`config.mk`:
```
export PLATFORM = sky130hd
export DESIGN_NAME = mii_tx_enc
export DESIGN_NICKNAME = d
export VERILOG_FILES = /design/src/rtl/mii_tx_enc_pkg.sv /design/src/rtl/mii_tx_nib_map.sv /design/src/rtl/mii_tx_beat_hold.sv /design/src/rtl/mii_tx_seq.sv /design/src/rtl/mii_tx_enc.sv
export SDC_FILE = /design/constraint.sdc
export NUM_CORES = 1
export LEC_CHECK = 0
export ABC_CLOCK_PERIOD_IN_PS = 1220
export BUFFER_PORTS_ARGS = -buffer_cell sky130_fd_sc_hd__buf_4
export CAP_MARGIN = 20
export CORE_MARGIN = 2
export CORE_UTILIZATION = 50
export DETAILED_ROUTE_END_ITERATION = 10
export PLACE_DENSITY = 0.73
export SETUP_SLACK_MARGIN = 0.1
export SYNTH_ARGS = -nofsm -noshare
export SYNTH_HDL_FRONTEND = slang
export SYNTH_SLANG_ARGS = --single-unit
export TNS_END_PERCENT = 100
```
`constraint.sdc`:
```
create_clock -name clk -period 1.22 [get_ports clk]
set_input_delay 0.122 -clock clk [delete_from_list [all_inputs] [get_ports clk]]
set_output_delay 0.122 -clock clk [all_outputs]
set_load 0.02 [all_outputs]
```
`src/rtl/mii_tx_enc_pkg.sv`:
```
package mii_tx_enc_pkg;

  localparam int NIB_W = 4;
  localparam int SYM_W = 5;

  typedef logic [SYM_W-1:0] sym_t;

  localparam sym_t SYM_IDLE = 5'b11111;
  localparam sym_t SYM_J    = 5'b11000;
  localparam sym_t SYM_K    = 5'b10001;
  localparam sym_t SYM_T    = 5'b01101;
  localparam sym_t SYM_R    = 5'b00111;
  localparam sym_t SYM_HALT = 5'b00100;

  // sequencer phases
  typedef enum logic [2:0] {
    ST_IDLE,  // Idle on the line, waiting for enable
    ST_JOUT,  // J on the line
    ST_REQ,   // request strobe cycle
    ST_SAMP,  // sample cycle: MAC inputs judged here
    ST_WAIT,  // sampled beat held during a link stall
    ST_TOUT,  // T on the line
    ST_ROUT   // R on the line
  } seq_st_e;

  typedef struct packed {
    logic             en;
    logic             er;
    logic [NIB_W-1:0] d;
  } nib_beat_t;

endpackage

```
`src/rtl/mii_tx_nib_map.sv`:
```
module mii_tx_nib_map
  import mii_tx_enc_pkg::*;
(
  input  logic [NIB_W-1:0] nib,
  input  logic             err,
  output sym_t             sym
);

  sym_t data_sym;

  always_comb begin
    unique case (nib)
      4'h0: data_sym = 5'b11110;
      4'h1: data_sym = 5'b01001;
      4'h2: data_sym = 5'b10100;
      4'h3: data_sym = 5'b10101;
      4'h4: data_sym = 5'b01010;
      4'h5: data_sym = 5'b01011;
      4'h6: data_sym = 5'b01110;
      4'h7: data_sym = 5'b01111;
      4'h8: data_sym = 5'b10010;
      4'h9: data_sym = 5'b10011;
      4'hA: data_sym = 5'b10110;
      4'hB: data_sym = 5'b10111;
      4'hC: data_sym = 5'b11010;
      4'hD: data_sym = 5'b11011;
      4'hE: data_sym = 5'b11100;
      default: data_sym = 5'b11101;
    endcase
  end

  // an errored nibble is replaced by Halt
  assign sym = err ? SYM_HALT : data_sym;

endmodule

```
`src/rtl/mii_tx_beat_hold.sv`:
```
module mii_tx_beat_hold
  import mii_tx_enc_pkg::*;
(
  input  logic      clk,
  input  logic      rst,
  input  logic      we,
  input  nib_beat_t beat_in,
  output nib_beat_t beat_q
);

  always_ff @(posedge clk) begin
    if (rst) begin
      beat_q <= '0;
    end else if (we) begin
      beat_q <= beat_in;
    end
  end

endmodule

```
`src/rtl/mii_tx_seq.sv`:
```
module mii_tx_seq
  import mii_tx_enc_pkg::*;
#(
  parameter int IDLE_GAP = 1
) (
  input  logic clk,
  input  logic rst,
  input  logic stall,
  input  logic mac_en,
  input  logic live_en,
  input  logic held_en,
  input  sym_t enc_sym,
  output logic use_held,
  output logic cap_we,
  output logic rdy_q,
  output sym_t sym_q
);

  localparam int GAP_W = $clog2(IDLE_GAP + 1);
  localparam logic [GAP_W-1:0] GAP_FULL = GAP_W'(IDLE_GAP);
  localparam logic [GAP_W-1:0] GAP_ONE  = GAP_W'(1);

  seq_st_e          st_q, st_nxt;
  sym_t             sym_nxt;
  logic [GAP_W-1:0] gap_q;
  logic             gap_ok;

  assign gap_ok   = (gap_q >= GAP_FULL);
  assign use_held = (st_q == ST_WAIT);

  always_comb begin
    st_nxt  = st_q;
    sym_nxt = sym_q;
    cap_we  = 1'b0;
    unique case (st_q)
      ST_IDLE: begin
        if (!stall && mac_en && gap_ok) begin
          st_nxt  = ST_JOUT;
          sym_nxt = SYM_J;
        end
      end
      ST_JOUT: begin
        if (!stall) begin
          st_nxt  = ST_REQ;
          sym_nxt = SYM_K;
        end
      end
      ST_REQ: begin
        st_nxt = ST_SAMP;
      end
      ST_SAMP: begin
        if (stall) begin
          cap_we = 1'b1;
          st_nxt = ST_WAIT;
        end else if (live_en) begin
          st_nxt  = ST_REQ;
          sym_nxt = enc_sym;
        end else begin
          st_nxt  = ST_TOUT;
          sym_nxt = SYM_T;
        end
      end
      ST_WAIT: begin
        if (!stall) begin
          if (held_en) begin
            st_nxt  = ST_REQ;
            sym_nxt = enc_sym;
          end else begin
            st_nxt  = ST_TOUT;
            sym_nxt = SYM_T;
          end
        end
      end
      ST_TOUT: begin
        if (!stall) begin
          st_nxt  = ST_ROUT;
          sym_nxt = SYM_R;
        end
      end
      ST_ROUT: begin
        if (!stall) begin
          st_nxt  = ST_IDLE;
          sym_nxt = SYM_IDLE;
        end
      end
      default: begin
        st_nxt  = ST_IDLE;
        sym_nxt = SYM_IDLE;
      end
    endcase
  end

  always_ff @(posedge clk) begin
    if (rst) begin
      st_q  <= ST_IDLE;
      sym_q <= SYM_IDLE;
      rdy_q <= 1'b0;
    end else begin
      st_q  <= st_nxt;
      sym_q <= sym_nxt;
      rdy_q <= (st_nxt == ST_REQ);
    end
  end

  // Idle slots sent since R; saturates at the required gap
  always_ff @(posedge clk) begin
    if (rst) begin
      gap_q <= GAP_FULL;
    end else if (st_q == ST_ROUT && !stall) begin
      gap_q <= GAP_ONE;
    end else if (st_q == ST_IDLE && !stall && !gap_ok) begin
      gap_q <= gap_q + 1'b1;
    end
  end


  rdy_single_chk: assert property (@(posedge clk) disable iff (rst)
    rdy_q |=> !rdy_q);


  stall_sym_chk: assert property (@(posedge clk) disable iff (rst)
    stall |=> $stable(sym_q));


  stall_rdy_chk: assert property (@(posedge clk) disable iff (rst)
    (stall && !rdy_q) |=> !rdy_q);


  j_to_k_chk: assert property (@(posedge clk) disable iff (rst)
    (sym_q == SYM_J && !stall) |=> (sym_q == SYM_K && rdy_q));


  t_to_r_chk: assert property (@(posedge clk) disable iff (rst)
    (sym_q == SYM_T && !stall) |=> (sym_q == SYM_R && !rdy_q));


  r_to_idle_chk: assert property (@(posedge clk) disable iff (rst)
    (sym_q == SYM_R && !stall) |=> (sym_q == SYM_IDLE));


  idle_quiet_chk: assert property (@(posedge clk) disable iff (rst)
    (sym_q == SYM_IDLE && !mac_en) |=> (sym_q == SYM_IDLE && !rdy_q));


  gap_hold_chk: assert property (@(posedge clk) disable iff (rst)
    (st_q == ST_IDLE && !gap_ok) |=> (sym_q != SYM_J));

endmodule

```
`src/rtl/mii_tx_enc.sv`:
```
module mii_tx_enc
  import mii_tx_enc_pkg::*;
#(
  parameter int IDLE_GAP = 1
) (
  input  logic             clk,
  input  logic             rst,
  input  logic             mac_en,
  input  logic [NIB_W-1:0] mac_d,
  input  logic             mac_er,
  input  logic             link_stall,
  output logic             mac_rdy,
  output logic [SYM_W-1:0] sym_out
);

  nib_beat_t live_beat, held_beat, src_beat;
  logic      use_held, cap_we;
  sym_t      enc_sym, sym_q;

  assign live_beat = '{en: mac_en, er: mac_er, d: mac_d};
  assign src_beat  = use_held ? held_beat : live_beat;

  mii_tx_beat_hold u_hold (
    .clk     (clk),
    .rst     (rst),
    .we      (cap_we),
    .beat_in (live_beat),
    .beat_q  (held_beat)
  );

  mii_tx_nib_map u_map (
    .nib (src_beat.d),
    .err (src_beat.er),
    .sym (enc_sym)
  );

  mii_tx_seq #(
    .IDLE_GAP (IDLE_GAP)
  ) u_seq (
    .clk      (clk),
    .rst      (rst),
    .stall    (link_stall),
    .mac_en   (mac_en),
    .live_en  (live_beat.en),
    .held_en  (held_beat.en),
    .enc_sym  (enc_sym),
    .use_held (use_held),
    .cap_we   (cap_we),
    .rdy_q    (mac_rdy),
    .sym_q    (sym_q)
  );

  assign sym_out = sym_q;

endmodule

```
; Yosys cells after proc, flatten, opt, wreduce, memory -nomap -nowiden
; Memory sizes are Yosys's and may differ from the RTL's.
; Cells that the tools add are included.
[op_classes]
addsub = 1
n_lt_le_gt_ge = 1
eq_ne = 13
mux = 22
bitwise = 1
reduce_logical = 10
[op_table]
columns = cell, count
row1 = 5-bit 2-to-1 mux, 10
row2 = 5-bit case mux with 7 select lines, 1
row3 = 3-bit 2-to-1 mux, 8
row4 = 3-bit case mux with 7 select lines, 1
row5 = 2-bit != test (second input constant), 5
row6 = 3-bit by 2-bit == test with 1-bit output (second input constant), 3
row7 = 3-bit == test (second input constant), 3
row8 = 7-bit AND reduction, 1
row9 = 1-bit logical AND, 5
row10 = 3-bit by 1-bit == test with 1-bit output (second input constant), 1
row11 = 3-bit zero test, 1
row12 = 1-bit zero test, 2
row13 = 1-bit 2-to-1 mux, 2
row14 = 2-bit by 1-bit != test with 1-bit output (second input constant), 1
row15 = 2-bit OR reduction, 1
row16 = 1-bit adder (second input constant), 1
row17 = 1-bit greater-or-equal comparator (second input constant), 1
row18 = 1-bit NOT, 1
[totals]
ff_bits = 16
rom_bits = 80
in_bits = 9
out_inout_bits = 6
elab_cells = 56
memories = 1
[memory_table]
columns = name, words, width, read_ports, rd_clocked_by_memory_dff, write_ports, line_no
row1 = (no name shown), 16, 5, 1, 0, 0, mii_tx_nib_map.sv:12  ; unique case (nib)

; Longest topological paths before layout
; Gate-level depths: netlist of run 1.
; An unclocked memory read counts as a cell.
[depth]
word_depth = 7
mapped_depth = 6
depth_no_buf = 4

; Hierarchy
; From an unflattened synthesis of run 1, not the netlist that was laid out.
[unflattened]
hier_cells = 114
area_unflattened_um2 = 964.7
[by_module_without_submodules]
columns = mod, n_inst, cells_each, area_per_inst_um2, seq_area_each_um2
row1 = mii_tx_seq, 1, 77, 619.3, 200.2
row2 = mii_tx_beat_hold, 1, 19, 214.0, 120.1
row3 = mii_tx_nib_map, 1, 13, 75.1, 0.0
row4 = mii_tx_enc, 1, 5, 56.3, 0.0

; Least setup slack after synthesis of run 1
; OpenSTA, ideal clock, no wires.
[synth_timing]
kind = register -> register
from = reg u_seq.st_q[2]
to = reg u_seq.sym_q[4]
setup_ns = 0.126
arrival_ns = 1.130
required_ns = 1.094
slack_ns = -0.036
path_stages_with_launch = 6
path_buffers = 1
period_less_slack_ns = 1.256
path_cell_list = dfxtp_1 -> buf_6 -> nand3b_1 -> a211o_1 -> a221oi_2 -> nor3_1
[synth_via]
elab_chain_len = 7
elab_cells_between_ends = 23
classes_between = eq/ne: 12 / mux: 7 / bitwise: 1 / reduce/logical: 2 / memory: 1
[synth_rtl]
columns = item, line_no
row1 = from (decl), mii_tx_seq.sv:23  ; seq_st_e st_q, st_nxt;
row2 = from (signal assigned), mii_tx_seq.sv:99  ; st_q <= st_nxt;
row3 = 3-bit == test, "mii_tx_seq.sv:29, mii_tx_seq.sv:35"
row4 = 5-bit 2-to-1 mux, mii_tx_enc.sv:21  ; assign src_beat = use_held ? held_beat : live_beat;
row5 = memory read 16 x 5 bit, n/a
row6 = 5-bit 2-to-1 mux, mii_tx_nib_map.sv:33  ; assign sym = err ? SYM_HALT : data_sym;
row7 = 5-bit 2-to-1 mux (on tied branches), "mii_tx_seq.sv:65, mii_tx_seq.sv:55"
row8 = 5-bit 2-to-1 mux (on tied branches), "mii_tx_seq.sv:64, mii_tx_seq.sv:52"
row9 = 5-bit case mux with 7 select lines, mii_tx_seq.sv:35  ; unique case (st_q)
row10 = to (signal assigned), mii_tx_seq.sv:100  ; sym_q <= sym_nxt;
row11 = to (decl), mii_tx_seq.sv:16  ; output sym_t sym_q
; Several ways; a longest one is shown, not always the timed one. The select of a mux whose other input is x is not followed.
; A chain may end at the register's enable or synchronous reset.

; Final worst setup path of run 1
[layout_timing]
from = reg u_seq.st_q[2]
to = reg u_seq.sym_q[3]
; The elaborated chain is that of the path after synthesis.

==> results of run 1 <==
power breakdown:
group | switching (mW) | total, mW | internal [mW]
logic | 0.233 | 0.444 | 0.211
registers | 0.0304 | 0.581 | 0.551
clock network | 0.183 | 0.365 | 0.182
total | 0.446 | 1.39 | 0.944
synth_stat cells, types with 2 or more instances:
master | n | share of area
clkbuf_1 | 2 | 0.0074
a21oi_1 | 6 | 0.029
nand2b_1 | 4 | 0.025
a211o_1 | 2 | 0.017
nor2_1 | 16 | 0.059
or2_1 | 2 | 0.012
mux2i_1 | 6 | 0.059
and2_1 | 2 | 0.012
o21ai_0 | 4 | 0.020
o22ai_1 | 5 | 0.031
buf_2 | 3 | 0.015
a311o_1 | 2 | 0.020
dfxtp_1 | 16 | 0.31
nand3_1 | 3 | 0.015
o221ai_1 | 2 | 0.017
nand2_1 | 3 | 0.011
inv_1 | 7 | 0.026
a21oi_2 | 2 | 0.017
nor3_1 | 3 | 0.015
o21bai_1 | 5 | 0.037
nor2b_1 | 3 | 0.018
nand3b_1 | 2 | 0.015
logic make-up after synthesis:
family                 share of synthesized area
and+or+nand+nor                            0.261
AOI/OAI and AO/OA                          0.296
DFF                                        0.314
muxes                                     0.0589
buffers and inverters                     0.0699
placed cells by master (no fill, tap or decap), drive strengths merged, types with 2 or more instances in the layout:
cell type   n
a21oi       8
nor4        2
a211oi      2
nand3b      2
o221ai      2
and2        2
nor2b       4
nand3       4
o21ai       4
a211o       2
o21bai      5
buf        40
dfxtp      16
inv         8
clkbuf      4
nor2       16
nand2b      4
mux2i       6
nand2       4
a311o       2
nor3        3
o22ai       5
nor4b       2
or2         2
sequential cells by signal, summed over array words and instances, names as in the netlist:
register,cells
u_hold.beat_q,6
u_seq.gap_q,1
u_seq.rdy_q,1
u_seq.st_q,3
u_seq.sym_q,5
worst paths after layout:
kind / endpoint / slack (ps) / depth (start not counted)
max: u_seq.sym_q[3]$_SDFFE_PP1P_ / -80 / 5
min: u_hold.beat_q[4]$_SDFFE_PP0P_ / 80 / 3
max reg2reg: u_seq.sym_q[3]$_SDFFE_PP1P_ / -80 / 5
min reg2reg: u_seq.sym_q[0]$_SDFFE_PP1P_ / 510 / 2
timing repair:
item | in CTS | in global routing
buffers inserted | 4 | 4
pin swaps | 7 | 8
resized for setup | 18 | 21
endpoints found under the setup margin | 16 | 16
stage by stage:
| stage | worst slack [ps] | instance area (µm²) | utilization | power [mW] | setup TNS, ps |
|---|---|---|---|---|---|
| 2_1_floorplan | 21.7 | 1060 | - | 0.793 | 0 |
| 3_3_place_gp | -103 | 1280 | 0.658 | 0.906 | -604 |
| 3_5_place_dp | -149 | 1280 | 0.658 | 0.911 | -1090 |
| 4_1_cts | -71.8 | 1410 | 0.728 | 1.30 | -241 |
| 5_1_grt | -163 | 1550 | 0.800 | 1.45 | -1350 |
| 6_report | -81.3 | 1550 | 0.800 | 1.39 | -423 |
layout make-up:
type,count,area [µm²]
tap,27,33.8
multi-input combinational,93,787
sequential,16,334
fill,128,388
inverter,8,32.5
timing repair buffer,40,330
clock buffer,4,36.3
worst register-to-register path, stage by stage, from the launching register on:
cell	delay (ps)
dfxtp_4	420
buf_6	140
nand2_4	70
a21oi_1	150
o21bai_1	100
a311o_1	310
per-layer routing:
| layer | vias to the layer above | track usage |
|---|---|---|
| met5 | - | 0 |
| met4 | 0 | 0.114 |
| met3 | 12 | 0.0307 |
| met2 | 49 | 0.430 |
| met1 | 562 | 0.338 |
| li1 | 532 | - |
==> results by group, run 1 <==
Layout
  – Nets@finish: 171
  – Area growth syn-to-layout: 52.4%
  – Fin cells: 188
  – Diode count: 0
  – Share of cells above drive strength 1: 0.472

Worst setup path
  – CP top delay family: compound AO/OA/AOI/OAI gates
  – Crit-path cells: buf_6, nand2_4, a21oi_1, o21bai_1, a311o_1
  – Worst path max stage delay: 420 ps
  – CP startpoint: u_seq.st_q[2]$_SDFF_PP0_
  – CP Capture Type: register
  – Req. time, crit path: 1410 ps
  – Worst Path Max Fanout: 6
  – Slowest CP cell: dfxtp_4
  – CP Class: reg -> reg
  – CP startpoint kind: register
  – Reg2Reg Launch Point: u_seq.st_q[2]$_SDFF_PP0_
  – Data arrival, critical path: 1490 ps
  – Worst path buffer plus inverter count: 1

Clock network
  – Clock root buffer: clkbuf_4
  – Clock-pin slew on the worst setup and hold paths: 100 ps
  – Bufs on Longest Clock Path: 2
  – CTS tree: done
  – Total CTS buffers: 3
  – CTS H-tree lvls: 1
  – Hold_buf cts: 0
  – Worst skew pair latency: 300 ps
  – Clock sinks: 16

Drt
  – WL final: 3320 µm
  – Routed wl met2: 1700 µm
  – Antenna-violating nets left: 0
  – Drt drc: 0
  – Met3 WL: 184 µm
  – DR WL/cell: 17.6 µm
  – DR vias: 1155
  – DRT Pass-1 Iters: 4
  – Via density per instance: 6.14
  – Top Metal Used: met4
  – Wl on met1: 1320 µm
  – Starting DRT DRC Count: 32

STA
  – Setup violations, final: 10
  – Slew of the pin with the lowest slew margin: 295 ps
  – Fmax achieved: 768 MHz
  – Fin crit period: 1300 ps
  – Tcrit/Tclk final: 1.07
  – Final WS setup: -81.3 ps
  – Slew margin rel.: 0.803
  – RSZ-0062 raised after global routing: yes
  – Hold_ws: 79.2 ps
  – Skew final: 8.12 ps
  – Hold Fails Final Rpt: 0
  – Final Max Slew Viols: 0

Placement
  – DP Cell Count: 176
  – I/O Buffers: 14
  – Gpl congestion: 0.875
  – Detailed Place HPWL: 1980 µm

Die
  – Initial Util: 0.525
  – Std cell rows: 16
  – Die Height: 49.2 µm
  – Core area: 0.00194 mm²
  – Die width: 49.2 µm
  – # IOs: 15
  – Die ar.: 0.00242 mm²

GRT
  – GR Util All Layers: 0.260
  – Largest net degree at the start of global routing: 17
  – Initial antenna violation count: 0
  – Global-route wire length before repair: 4850 µm
  – Number of global-route vias before repair: 1053
  – GRT overflow: 0

Power and ir drop
  – P per Cell Area: 894 mW/mm²
  – Max VDD drop: 877 µV
  – LEAKAGE: 0.672 nW

Synthesis
  – Syn Nets: 133
  – Avg Cell Area, Syn: 8.22 µm²
  – Number of synthesized flops with an enable pin: 0
  – Synth Cell Area: 0.00102 mm²
  – Synthesis warning total: 0
  – FF+latch count, synth: 16
  – Synth Flop Type: dfxtp_1
  – Gate Count Post-Synth: 124
  – Async SR Flop Fraction: 0
  – Seq/Total Area, Yosys: 0.314
  – Post-synthesis cell type count: 46

Hold path
  – Worst Hold Class: in -> reg
  – Worst hold start: mac_er

Flow run
  – # Max-Cap Violations: 0

Status
  – Failing checks: setup timing
  – Status: finished with violations
Note: power is estimated with default switching activity, not from simulation.
==> run 2: changes to the inputs <==
--- a/config.mk
+++ b/config.mk
@@ -8,11 +8,10 @@
 export ABC_CLOCK_PERIOD_IN_PS = 1220
 export BUFFER_PORTS_ARGS = -buffer_cell sky130_fd_sc_hd__buf_4
 export CAP_MARGIN = 20
-export CORE_MARGIN = 2
+export CORE_MARGIN = 4
 export CORE_UTILIZATION = 50
 export DETAILED_ROUTE_END_ITERATION = 10
 export PLACE_DENSITY = 0.73
-export SETUP_SLACK_MARGIN = 0.1
 export SYNTH_ARGS = -nofsm -noshare
 export SYNTH_HDL_FRONTEND = slang
 export SYNTH_SLANG_ARGS = --single-unit
==> run 2 against run 1 <==
Effect of this change: the run still ends with setup timing left; wire length decreased by 13%; utilization decreased by 6.1 points; final area decreased by 7.6%; sequential share of layout area increased by 1.7 points; die area increased by 17%; hold slack improved by 51 ps; critical path depth unchanged; fmax increased by 2.4%; global-route usage decreased by 4.1 points; critical endpoint is now u_seq.st_q[0]$_SDFF_PP0_; highest routed layer unchanged.
==> results by group, run 2 (synthesis gave the netlist of run 1 again) <==
Status
  – Status: finished with violations
  – Failing checks: setup timing

Worst setup path
  – Data arrival, critical path: 1500 ps (about the same)
  – FF-to-FF setup slack: -50 ps (+30 ps)
  – CP Class: reg -> reg
  – Req. time, crit path: 1450 ps (+40 ps)
  – CP Capture Type: register
  – CP startpoint kind: register
  – Worst path max stage delay: 380 ps (-40 ps)
  – Worst Path Max Fanout: 8 (+2)
  – Reg2Reg Launch Point: u_seq.st_q[0]$_SDFF_PP0_
  – Crit-path cells: buf_6, nor4b_4, a21oi_2, o22ai_2, and2_1
  – R2R Path End: u_seq.st_q[0]$_SDFF_PP0_
  – Slowest CP cell: dfxtp_4
  – Worst R2R Path Depth: 5 (unchanged)

GRT
  – Global-route wire length before repair: 4560 µm (-6.0%)
  – Number of global-route vias before repair: 992 (-5.8%)
  – Initial antenna violation count: 0 (unchanged)
  – Largest net degree at the start of global routing: 17 (unchanged)
  – GR Util All Layers: 0.219 (-0.0410)
  – GRT overflow: 0 (unchanged)

Placement
  – Dpl ws: -160 ps (-11.5 ps)
  – Detailed Place HPWL: 2060 µm (+4.2%)
  – I/O Buffers: 14 (unchanged)
  – Gpl congestion: 0.942 (+7.7%)
  – DP Cell Count: 181 (+2.8%)

Die
  – Std cell rows: 16 (unchanged)
  – # IOs: 15 (unchanged)
  – Core area: 0.00194 mm² (unchanged)
  – Die Height: 53.2 µm (+8.1%)
  – Die ar.: 0.00283 mm² (+17%)
  – Die width: 53.2 µm (+8.1%)
  – Initial Util: 0.525 (unchanged)

Hold path
  – Worst Hold Class: in -> reg
  – Worst Hold Path EP: u_hold.beat_q[0]$_SDFFE_PP0P_
  – Worst hold start: mac_d[0]
  – Hold depth: 3 (unchanged)

Clock network
  – Total CTS buffers: 3 (unchanged)
  – Clock sinks: 16 (unchanged)
  – CTS H-tree lvls: 1 (unchanged)
  – Clock root buffer: clkbuf_4
  – Worst skew pair latency: 280 ps (-20 ps)
  – Bufs on Longest Clock Path: 2 (unchanged)
  – CTS tree: done
  – Clock-pin slew on the worst setup and hold paths: 90 ps (about the same)

STA
  – Final WS setup: -50.9 ps (+30.4 ps)
  – Slew margin rel.: 0.812 (+0.00923)
  – Fmax achieved: 787 MHz (+2.4%)
  – Hold Fails Final Rpt: 0 (unchanged)
  – Final Max Slew Viols: 0 (unchanged)
  – Total negative slack: -227 ps (+196 ps)
  – Tcrit/Tclk final: 1.04 (-0.0249)
  – Setup violations, final: 8 (-2)
  – RSZ-0062 raised after global routing: yes
  – Slew of the pin with the lowest slew margin: 278 ps (-17.2 ps)
  – Skew final: 4.71 ps (-3.41 ps)
  – Fin crit period: 1270 ps (-30.4 ps)
  – Hold_ws: 130 ps (+50.7 ps)

Drt
  – DRT Pass-1 Iters: 4 (unchanged)
  – Drt drc: 0 (unchanged)
  – WL final: 2890 µm (-13%)
  – DR vias: 1090 (-5.6%)
  – Antenna-violating nets left: 0 (unchanged)
  – Starting DRT DRC Count: 38 (+19%)
  – DR WL/cell: 15.5 µm (-12%)
  – Via density per instance: 5.86 (-4.6%)

Layout
  – Most common cell after layout, fill and taps aside: buf_4
  – Filler instances: 142 (+11%)
  – Max reg flops: 6 (unchanged)
  – Top Registers: u_hold.beat_q: 6 flops, u_seq.sym_q: 5 flops, u_seq.st_q: 3 flops
  – Area growth syn-to-layout: 40.9%
  – Fin cells: 186 (-1.1%)
  – Biggest register: u_hold.beat_q
  – Nets@finish: 170 (-0.58%)
  – Diode count: 0 (unchanged)
  – Commonest cells after routing, fill and taps aside: buf_4, nor2_1, dfxtp_1, inv_1, mux2i_1
  – Share of cells above drive strength 1: 0.421 (-0.0507)

Power and ir drop
  – LEAKAGE: 0.601 nW (-11%)
  – Total power: 1.23 mW (-11%)
  – Max VDD drop: 724 µV (-17%)
  – P per Cell Area: 859 mW/mm² (-3.9%)

Flow run
  – # Max-Cap Violations: 0 (unchanged)
==> run 2: critical path, delay by kind of cell (launching register included) <==
kind	cells	cell delay (ps)
AOI/OAI and AO/OA	2	250
buffers and inverters	1	140
DFF	1	380
and+or+nand+nor	2	430
==> run 2: layer usage <==
layer  track usage  share of wire  routed length [µm]  up-vias
li1              -              -                   -      534
met1         0.307           0.44                1280      511
met2         0.341           0.48                1380       43
met3        0.0394          0.079                 227        2
met4        0.0596         0.0014                   4        0
met5             0              0                   0        -
==> run 2: final cells by class <==
cell class | count | area (µm²) | area share
well taps | 27 | 33.8 | 0.0235
multi-input cells | 93 | 721 | 0.502
clock buffers | 3 | 22.5 | 0.0157
repair buffers | 39 | 297 | 0.206
flip-flops and latches | 16 | 333 | 0.232
inverters | 8 | 30.0 | 0.0209
==> run 2: how the worst max path moves through the flow <==
stage	startpoint	to	slack, ps
6_report	u_seq.st_q[0]$_SDFF_PP0_	u_seq.st_q[0]$_SDFF_PP0_	-50
5_1_grt	u_seq.st_q[1]$_SDFF_PP0_	u_seq.rdy_q$_SDFF_PP0_	-140
4_1_cts	u_seq.st_q[1]$_SDFF_PP0_	u_seq.sym_q[3]$_SDFFE_PP1P_	-80
3_5_place_dp	u_seq.st_q[2]$_SDFF_PP0_	u_seq.sym_q[4]$_SDFFE_PP1P_	-160
3_3_place_gp	u_seq.st_q[2]$_SDFF_PP0_	u_seq.sym_q[4]$_SDFFE_PP1P_	-130
2_1_floorplan	u_seq.st_q[2]$_SDFF_PP0_	u_seq.sym_q[4]$_SDFFE_PP1P_	0.3
==> run 2: per-stage QoR <==
stage,util,cell area [µm²]
2_1_floorplan,-,1020
3_3_place_gp,0.665,1290
3_5_place_dp,0.665,1290
4_1_cts,0.703,1370
5_1_grt,0.740,1440
6_report,0.740,1440
==> run 2: what timing repair did <==
item	4_1_cts	5_1_grt
setup endpoints to repair	15	15
pin swaps	4	8
hold buffers	0	0
buffers inserted	0	2
resized for setup	12	13
gates cloned	0	0
==> run 2: where the power goes <==
group	internal (mW)	switching, mW	leakage, nW
Combinational	0.183	0.200	0.454
Sequential	0.550	0.0268	0.133
Clock	0.114	0.160	0.0138
